==> src/rtl/wdg_pkg.sv <==
package wdg_pkg;

    typedef enum logic [2:0] {
        PH_IDLE  = 3'd0,
        PH_ONE   = 3'd1,
        PH_TWO   = 3'd2,
        PH_HALT  = 3'd3,
        PH_SPENT = 3'd4
    } phase_e;

    localparam logic [1:0] KIND_SMI  = 2'd2;
    localparam logic [1:0] KIND_NONE = 2'd3;

    typedef struct packed {
        phase_e phase;
        logic   en_prev;
        logic   irq;
        logic   smi;
        logic   rst_req;
        logic   prev_set;
    } core_st_t;

endpackage

==> src/rtl/wdg_prescale.sv <==
module wdg_prescale #(
    parameter int SLOW_SHIFT = 15,
    parameter int FAST_SHIFT = 5
) (
    input  logic clk,
    input  logic rst_n,
    input  logic clear_i,
    input  logic run_i,
    input  logic fast_i,
    output logic tick_o
);
    localparam logic [SLOW_SHIFT-1:0] SLOW_MASK = '1;
    localparam logic [SLOW_SHIFT-1:0] FAST_MASK =
        SLOW_SHIFT'((64'd1 << FAST_SHIFT) - 64'd1);

    logic [SLOW_SHIFT-1:0] pre_d, pre_q, mask;

    // The phase counter wraps freely; a period ends when the selected
    // low bits are all ones, so no reset on tick is needed.
    always_comb begin
        mask  = fast_i ? FAST_MASK : SLOW_MASK;
        pre_d = pre_q;
        if (clear_i) begin
            pre_d = '0;
        end else if (run_i) begin
            pre_d = pre_q + SLOW_SHIFT'(1);
        end
    end

    assign tick_o = run_i && ((pre_q & mask) == mask);

    always_ff @(posedge clk or negedge rst_n) begin
        if (!rst_n) begin
            pre_q <= '0;
        end else begin
            pre_q <= pre_d;
        end
    end
endmodule

==> src/rtl/wdg_downcount.sv <==
module wdg_downcount #(
    parameter int CNT_W = 20
) (
    input  logic             clk,
    input  logic             rst_n,
    input  logic             load_i,
    input  logic [CNT_W-1:0] load_val_i,
    input  logic             tick_i,
    output logic             last_o
);
    localparam logic [CNT_W-1:0] ONE = CNT_W'(1);

    logic [CNT_W-1:0] cnt_d, cnt_q;

    always_comb begin
        cnt_d = cnt_q;
        if (load_i) begin
            cnt_d = load_val_i;
        end else if (tick_i && (cnt_q > ONE)) begin
            cnt_d = cnt_q - ONE;
        end
    end

    // Zero and one both mean "this period is the final one".
    assign last_o = (cnt_q <= ONE);

    always_ff @(posedge clk or negedge rst_n) begin
        if (!rst_n) begin
            cnt_q <= '0;
        end else begin
            cnt_q <= cnt_d;
        end
    end
endmodule

==> src/rtl/wdg_core.sv <==
module wdg_core
    import wdg_pkg::*;
#(
    parameter int CNT_W      = 20,
    parameter int SLOW_SHIFT = 15,
    parameter int FAST_SHIFT = 5
) (
    input  logic             clk,
    input  logic             rst_n,
    input  logic             enable_i,
    input  logic             free_run_i,
    input  logic             fast_scale_i,
    input  logic [1:0]       irq_kind_i,
    input  logic             reboot_en_i,
    input  logic [CNT_W-1:0] preload1_i,
    input  logic [CNT_W-1:0] preload2_i,
    input  logic             kick_i,
    output logic             irq_o,
    output logic             smi_o,
    output logic             reset_req_o,
    output logic             prev_timeout_set_o,
    output logic             stage2_o,
    output logic             running_o
);
    core_st_t         st_d, st_q;
    logic             tick, last, expire;
    logic             start, restart;
    logic             load, clr_pre, run;
    logic [CNT_W-1:0] load_val;

    assign run = (st_q.phase == PH_ONE) || (st_q.phase == PH_TWO);

    wdg_prescale #(
        .SLOW_SHIFT (SLOW_SHIFT),
        .FAST_SHIFT (FAST_SHIFT)
    ) u_pre (
        .clk     (clk),
        .rst_n   (rst_n),
        .clear_i (clr_pre),
        .run_i   (run),
        .fast_i  (fast_scale_i),
        .tick_o  (tick)
    );

    wdg_downcount #(
        .CNT_W (CNT_W)
    ) u_cnt (
        .clk        (clk),
        .rst_n      (rst_n),
        .load_i     (load),
        .load_val_i (load_val),
        .tick_i     (tick),
        .last_o     (last)
    );

    always_comb begin
        st_d          = st_q;
        st_d.en_prev  = enable_i;
        st_d.irq      = 1'b0;
        st_d.smi      = 1'b0;
        st_d.rst_req  = 1'b0;
        st_d.prev_set = 1'b0;
        load          = 1'b0;
        clr_pre       = 1'b0;
        load_val      = preload1_i;
        start         = enable_i && !st_q.en_prev;
        restart       = enable_i && kick_i && (st_q.phase != PH_SPENT);
        expire        = tick && last;

        if (!enable_i) begin
            st_d.phase = PH_IDLE;
        end else if (start || restart) begin
            // start or keep-alive outranks an expiry on the same edge
            st_d.phase = PH_ONE;
            load       = 1'b1;
            clr_pre    = 1'b1;
        end else if (expire) begin
            case (st_q.phase)
                PH_ONE: begin
                    st_d.phase = PH_TWO;
                    load       = 1'b1;
                    load_val   = preload2_i;
                    st_d.irq   = !irq_kind_i[1];
                    st_d.smi   = (irq_kind_i == KIND_SMI);
                end
                PH_TWO: begin
                    if (reboot_en_i) begin
                        st_d.phase    = PH_SPENT;
                        st_d.rst_req  = 1'b1;
                        st_d.prev_set = 1'b1;
                    end else if (free_run_i) begin
                        st_d.phase = PH_ONE;
                        load       = 1'b1;
                    end else begin
                        st_d.phase = PH_HALT;
                    end
                end
                default: ;
            endcase
        end
    end

    always_ff @(posedge clk or negedge rst_n) begin
        if (!rst_n) begin
            st_q <= '{phase: PH_IDLE, en_prev: 1'b0, irq: 1'b0,
                      smi: 1'b0, rst_req: 1'b0, prev_set: 1'b0};
        end else begin
            st_q <= st_d;
        end
    end

    assign irq_o              = st_q.irq;
    assign smi_o              = st_q.smi;
    assign reset_req_o        = st_q.rst_req;
    assign prev_timeout_set_o = st_q.prev_set;
    assign stage2_o           = (st_q.phase == PH_TWO);
    assign running_o          = run;
endmodule

==> config.mk <==
export PLATFORM = sky130hd
export DESIGN_NAME = wdg_core
export DESIGN_NICKNAME = d
export VERILOG_FILES = /design/src/rtl/wdg_pkg.sv /design/src/rtl/wdg_prescale.sv /design/src/rtl/wdg_downcount.sv /design/src/rtl/wdg_core.sv
export SDC_FILE = /design/constraint.sdc
export NUM_CORES = 1
export LEC_CHECK = 0
export BUFFER_PORTS_ARGS = -buffer_cell sky130_fd_sc_hd__buf_2
export CAP_MARGIN = 20
export CORE_ASPECT_RATIO = 0.9
export CORE_MARGIN = 8
export CORE_UTILIZATION = 43
export DETAILED_ROUTE_END_ITERATION = 8
export GPL_TIMING_DRIVEN = 1
export PLACE_DENSITY = 0.68
export SLEW_MARGIN = 5
export SYNTH_ARGS = -nofsm -noshare
export SYNTH_HDL_FRONTEND = slang
export SYNTH_SLANG_ARGS = --single-unit
==> constraint.sdc <==
create_clock -name clk -period 2.8 [get_ports clk]
set_clock_uncertainty 0.1 [all_clocks]
set_input_delay 0.56 -clock clk [delete_from_list [all_inputs] [get_ports clk]]
set_output_delay 0.56 -clock clk [all_outputs]
set_load 0.02 [all_outputs]
Word-level counts from Yosys, hierarchy flattened
Index checks and enable logic that the tools add are counted.
{"block": "op_classes", "addsub": 2, "multipliers": 0, "div": 0, "n_lt_le_gt_ge": 2, "eq_ne": 7, "shifts": 0, "mux": 29, "n_bitwise": 1, "n_reduce_logical": 13}
{"cell": "$mux 20", "n": 6}
{"cell": "$mux 15", "n": 3}
{"cell": "$gt 20x1->1 const B", "n": 1}
{"cell": "$le 20x1->1 const B", "n": 1}
{"cell": "$sub 20x1->20 const B", "n": 1}
{"cell": "$add 15x1->15 const B", "n": 1}
{"cell": "$and 15x15->15", "n": 1}
{"cell": "$eq 15x15->1", "n": 1}
{"cell": "$mux 3", "n": 4}
{"cell": "$mux 4", "n": 3}
{"cell": "$mux 2", "n": 4}
{"cell": "$mux 1", "n": 7}
{"cell": "$logic_and 1x1->1", "n": 6}
{"cell": "$pmux 3 s2", "n": 1}
{"cell": "$ne 4x1->1 const B", "n": 1}
{"cell": "$reduce_bool 2->1", "n": 2}
{"cell": "$eq 3x1->1 const B", "n": 1}
{"cell": "$eq 3x2->1 const B", "n": 1}
{"cell": "$ne 3x1->1 const B", "n": 1}
{"cell": "$ne 3x3->1 const B", "n": 1}
{"cell": "$eq 2x2->1 const B", "n": 1}
{"cell": "$logic_not 1->1", "n": 2}
{"cell": "$logic_or 1x1->1", "n": 2}
{"cell": "$pmux 1 s2", "n": 1}
{"cell": "$reduce_and 2->1", "n": 1}
{"block": "totals", "regBits": 43, "latch_bits": 0, "mem_bits_rw": 0, "romBits": 0, "input_bits": 49, "output_inout_bits": 6, "word_cells": 62, "memories": 0}

Depth between registers and ports, before layout
{"block": "logic_depth", "ltp_word": 9, "mapped_depth": 9, "mapped_depth_nobuf": 8}

Hierarchy
Synthesis repeated with hierarchy kept, for this count alone.
{"block": "hier_totals", "hier_cells": 281, "area_unflattened_um2": 2797.7}
{"mod": "wdg_downcount", "n_inst": 1, "cells_per_inst": 136, "area_per_inst_um2": 1305.0, "seq_area_each_um2": 500.5}
{"mod": "wdg_prescale", "n_inst": 1, "cells_per_inst": 84, "area_per_inst_um2": 812.0, "seq_area_each_um2": 375.4}
{"mod": "wdg_core", "n_inst": 1, "cells_per_inst": 61, "area_per_inst_um2": 680.7, "seq_area_each_um2": 175.2}

Worst setup path before layout
No wires, ideal clock.
{"block": "synth_timing", "path_type": "reg-to-reg", "start": "register u_cnt.cnt_q[6]", "end": "register u_cnt.cnt_q[8]", "setup_time_ns": 0.132, "arrival_time_ns": 2.020, "t_required_ns": 2.568, "slack_ns": 0.548, "stages_incl_launch_ff": 8, "path_buffers": 1, "period_less_slack_ns": 2.252, "cell_sequence": "dfrtp_1 -> or4_4 -> nor4b_4 -> and2_2 -> buf_4 -> o21ai_0 -> a211oi_1 -> a211oi_2"}
{"block": "synth_between", "elab_chain_cells": 6, "elab_cells_between_ends": 14, "cone_classes": "add/sub: 1; order compare: 2; mux: 8; reduce/logical: 3"}
{"element": "start: declaration", "line_no": "wdg_downcount.sv:13", "rtl": "logic [CNT_W-1:0] cnt_d, cnt_q;"}
{"element": "start signal: assignment", "line_no": "wdg_downcount.sv:31", "rtl": "cnt_q <= cnt_d;"}
{"element": "$le 20x1->1", "line_no": "wdg_downcount.sv:25", "rtl": "assign last_o = (cnt_q <= ONE);"}
{"element": "$logic_and 1x1->1", "line_no": "wdg_core.sv:68", "rtl": "expire = tick && last;"}
{"element": "$mux 20 or $mux 1 (tied branches)", "line_no": "wdg_core.sv:77", "rtl": "end else if (expire) begin"}
{"element": "$mux 20 or $mux 1 (tied branches)", "line_no": "wdg_core.sv:72", "rtl": "end else if (start || restart) begin"}
{"element": "$mux 20 or $mux 1 (tied branches)", "line_no": "wdg_core.sv:70", "rtl": "if (!enable_i) begin"}
{"element": "$mux 20 or $reduce_bool 2->1 (tied branches)"}
Several ways; a longest one is shown, not always the timed one. The select of a mux whose other input is x is not followed.
A chain may end at the register's enable or synchronous reset.

Worst setup path after layout
{"block": "layout_timing", "start": "register u_cnt.cnt_q[6]", "end": "register u_cnt.cnt_q[13]"}
Same word-level chain as after synthesis.

==> impl_metrics.yaml <==
run_status:
  status: "complete, no violations"
synth:
  syn-cell-area_sq_um: 2760
  synth_edf_count: 0
  synth_seq_area_share: 0.381
  yosysUniqueCellTypes: 60
  syn_nets: 340
  synth_ff_type: "dfrtp_1"
  syn_avg_cell_area_sq_um: 9.59
  synthDominantCellAreaShare: 0.381
  synth_top_cells_by_area: "dfrtp_1, mux2i_1, nor2_1"
  syn_inst: 288
  yosysWarnings: 0
  ys_ff_latch: 42
  ys_async_sr_fraction: 1.00
  yosysMostFrequentCell: "dfrtp_1"
  yosys-top-cells-count: "dfrtp_1, nor2_1, mux2i_1"
  yosysTopAreaCell: "dfrtp_1"
timing:
  rsz0062_at_grt: "false"
  tns_ns: 0
  slew_headroom: 0.599
  fin_hold_ws_ns: 0.0739
  min_period_over_period: 0.928
  hold_viol_final: 0
  worst_pin_slew_ns: 0.602
  max_clock_freq_mhz: 385
  setup-violations-final: 0
  maxSlewViolCount: 0
  period_needed_ns: 2.60
clocking:
  cts_setup_buffers: 0
  ctsResizeCount: 0
  clk_pin_slew_worst_paths_ns: 0.08
  clock_latency_ns: 0.30
  clkSinkCount: 42
  cts_hold_buf: 0
  htreeDepth: 2
  clockBufferDepth: 2
  cts_tree: "yes"
  cts_inserted_buffers: 5
  ctsRootBufferMaster: "clkbuf_8"
route:
  vias: 2414
  wl_um: 6980
  wl_per_cell_um: 16.0
  vias_per_cell: 5.54
  ant_nets: 0
  drc: 0
  detail_route.iter0.violations: 220
  dr.pass1.iters: 4
cells_and_area:
  antenna-diode-count: 0
  area_delta_synth_final_pct: 19.6
  num-nets-final: 400
  fin_util: 0.534
  num-fill-cells: 590
  layout-drive-gt1-share: 0.264
power:
  p_sw_frac: 0.282
  power_density_nw_per_um2: 440
  p_seq_frac: 0.491
  clkPwrFrac: 0.334
  p_leak_nw: 1.33
  p_comb_frac: 0.174
  ir_worst_vdd_v: 0.000299
  p_int_mw: 1.04
  switchingPower_uw: 410
floorplanning:
  die_y_um: 92.0
  die_w_um: 100
  design.core.area_sq_um: 6180
  io_pins: 55
  initial_core_util: 0.447
  num_rows: 27
  fp.dieArea_sq_um: 9250
global_route:
  grt_util_all_layers: 0.156
  grt.overflow.total: 0
  grt_pass1_wl_um: 11700
  grt_max_degree: 43
  grt_antenna_before_repair: 0
  grt_pass1_vias: 2404
setup_path:
  r2r-end: "u_cnt.cnt_q[13]$_DFFE_PN0P_"
  worst_path_most_repeated_cell: "mux2i_1"
  ff2ff_setup_slack_ns: 0.20
  critPathTopFamily: "simple AND/OR/NAND/NOR gates"
  startpoint: "u_cnt.cnt_q[6]$_DFFE_PN0P_"
  cp.depth: 7
  r2r_start: "u_cnt.cnt_q[6]$_DFFE_PN0P_"
  critical_path_buf_inv_count: 1
  cp_slowest_stage_delay_ns: 0.61
  end_kind: "flip-flop"
  worst_r2r_path_depth: 7
  critical_path.startpoint_type: "flip-flop"
  path_max_fanout: 20
  required_ns: 2.88
  crit_type: "reg -> reg"
  cp.arrival_ns: 2.68
  path_cells: "or4_4 -> nor3_1 -> nand3_1 -> nor3_4 -> buf_12 -> mux2i_1 -> mux2i_1"
  cp-endpoint: "u_cnt.cnt_q[13]$_DFFE_PN0P_"
  slowest_stage: "or4_4"
job:
  drv_cap: 0
placed_design:
  hpwl_um: 5190
  io_buffers: 54
  gp_congestion: 0.876
worst_hold_path:
  min_path_type: "in -> async"
-- flip-flops by register name (all words and copies together), names as in the netlist --
name                cells
st_q                    4
u_pre.pre_q            15
smi_o                   1
irq_o                   1
u_cnt.cnt_q            20
prev_timeout_set_o      1
-- layer usage --
metal  vias up  part of all wire  GRT usage
li1       1189                 -          -
met1      1126              0.49      0.219
met5         -                 0          0
met4         0             0.013     0.0516
met2        93              0.43      0.234
met3         6             0.069     0.0310
-- cell usage in the layout, fill, tap and decap left out, drive strengths merged, types with 2 or more instances in the layout --
cell,n
or3,8
buf,65
o21ai,8
xnor2,9
a31oi,2
nand4b,2
mux2i,30
or4,4
xor2,9
a21oi,12
clkbuf,6
and2,2
nand2,19
or2,2
nor2,32
nand3,10
or3b,2
ha,3
nand2b,4
o221ai,2
nor4b,2
a22oi,5
dfrtp,42
nor3,8
nor4,8
o211ai,4
nand4,7
nor3b,2
inv,8
a211oi,9
o41ai,2
and3,3
-- cells by family after synthesis --
logic type | after synthesis | synth area share
multiplexers | 30 | 0.109
AND/OR/NAND/NOR | 121 | 0.259
flip-flops | 42 | 0.381
XOR/XNOR | 18 | 0.0571
adder cells (fa/ha/maj) | 3 | 0.0136
buffers and inverters | 20 | 0.0390
AO/OA/AOI/OAI | 54 | 0.142
-- layout make-up --
cell class	count	area, sq um	share of cell area
clock buffer	6	72.6	0.0220
clock inverter	2	37.5	0.0114
inverter	8	30.0	0.00909
multi-input combinational	226	1610	0.488
sequential	42	1050	0.318
tap	87	109	0.0330
timing repair buffer	65	390	0.118
-- through the flow --
stage | power, mW | instance area, sq um | setup WS (ns) | instances
global route | 1.53 | 3300 | 0.0909 | 436
detailed placement | 0.975 | 3170 | 0.231 | 427
finish | 1.45 | 3300 | 0.203 | 436
global placement | 0.968 | 3170 | 0.271 | 427
CTS | 1.46 | 3280 | 0.234 | 435
floorplan | 0.872 | 2760 | 0.548 | 288
-- power by group through the flow --
stage	clock, mW	sequential [mW]	combinational, mW
floorplan	0	0.709	0.163
global placement	0	0.723	0.245
detailed placement	0	0.724	0.251
CTS	0.498	0.713	0.252
global route	0.519	0.723	0.285
finish	0.486	0.715	0.253
-- worst min path at each step --
stage	from	slack, ns	cells after the start	endpoint
2_1_floorplan	rst_n	0.16	0	irq_o$_DFF_PN0_
3_3_place_gp	u_pre.pre_q[3]$_DFFE_PN0P_	0.43	2	u_pre.pre_q[3]$_DFFE_PN0P_
3_5_place_dp	u_cnt.cnt_q[10]$_DFFE_PN0P_	0.45	2	u_cnt.cnt_q[10]$_DFFE_PN0P_
4_1_cts	irq_kind_i[0]	0.29	2	smi_o$_DFF_PN0_
5_1_grt	rst_n	0.11	1	u_pre.pre_q[12]$_DFFE_PN0P_
6_report	rst_n	0.07	1	u_pre.pre_q[13]$_DFFE_PN0P_
Note: power is estimated with default switching activity, not from simulation.
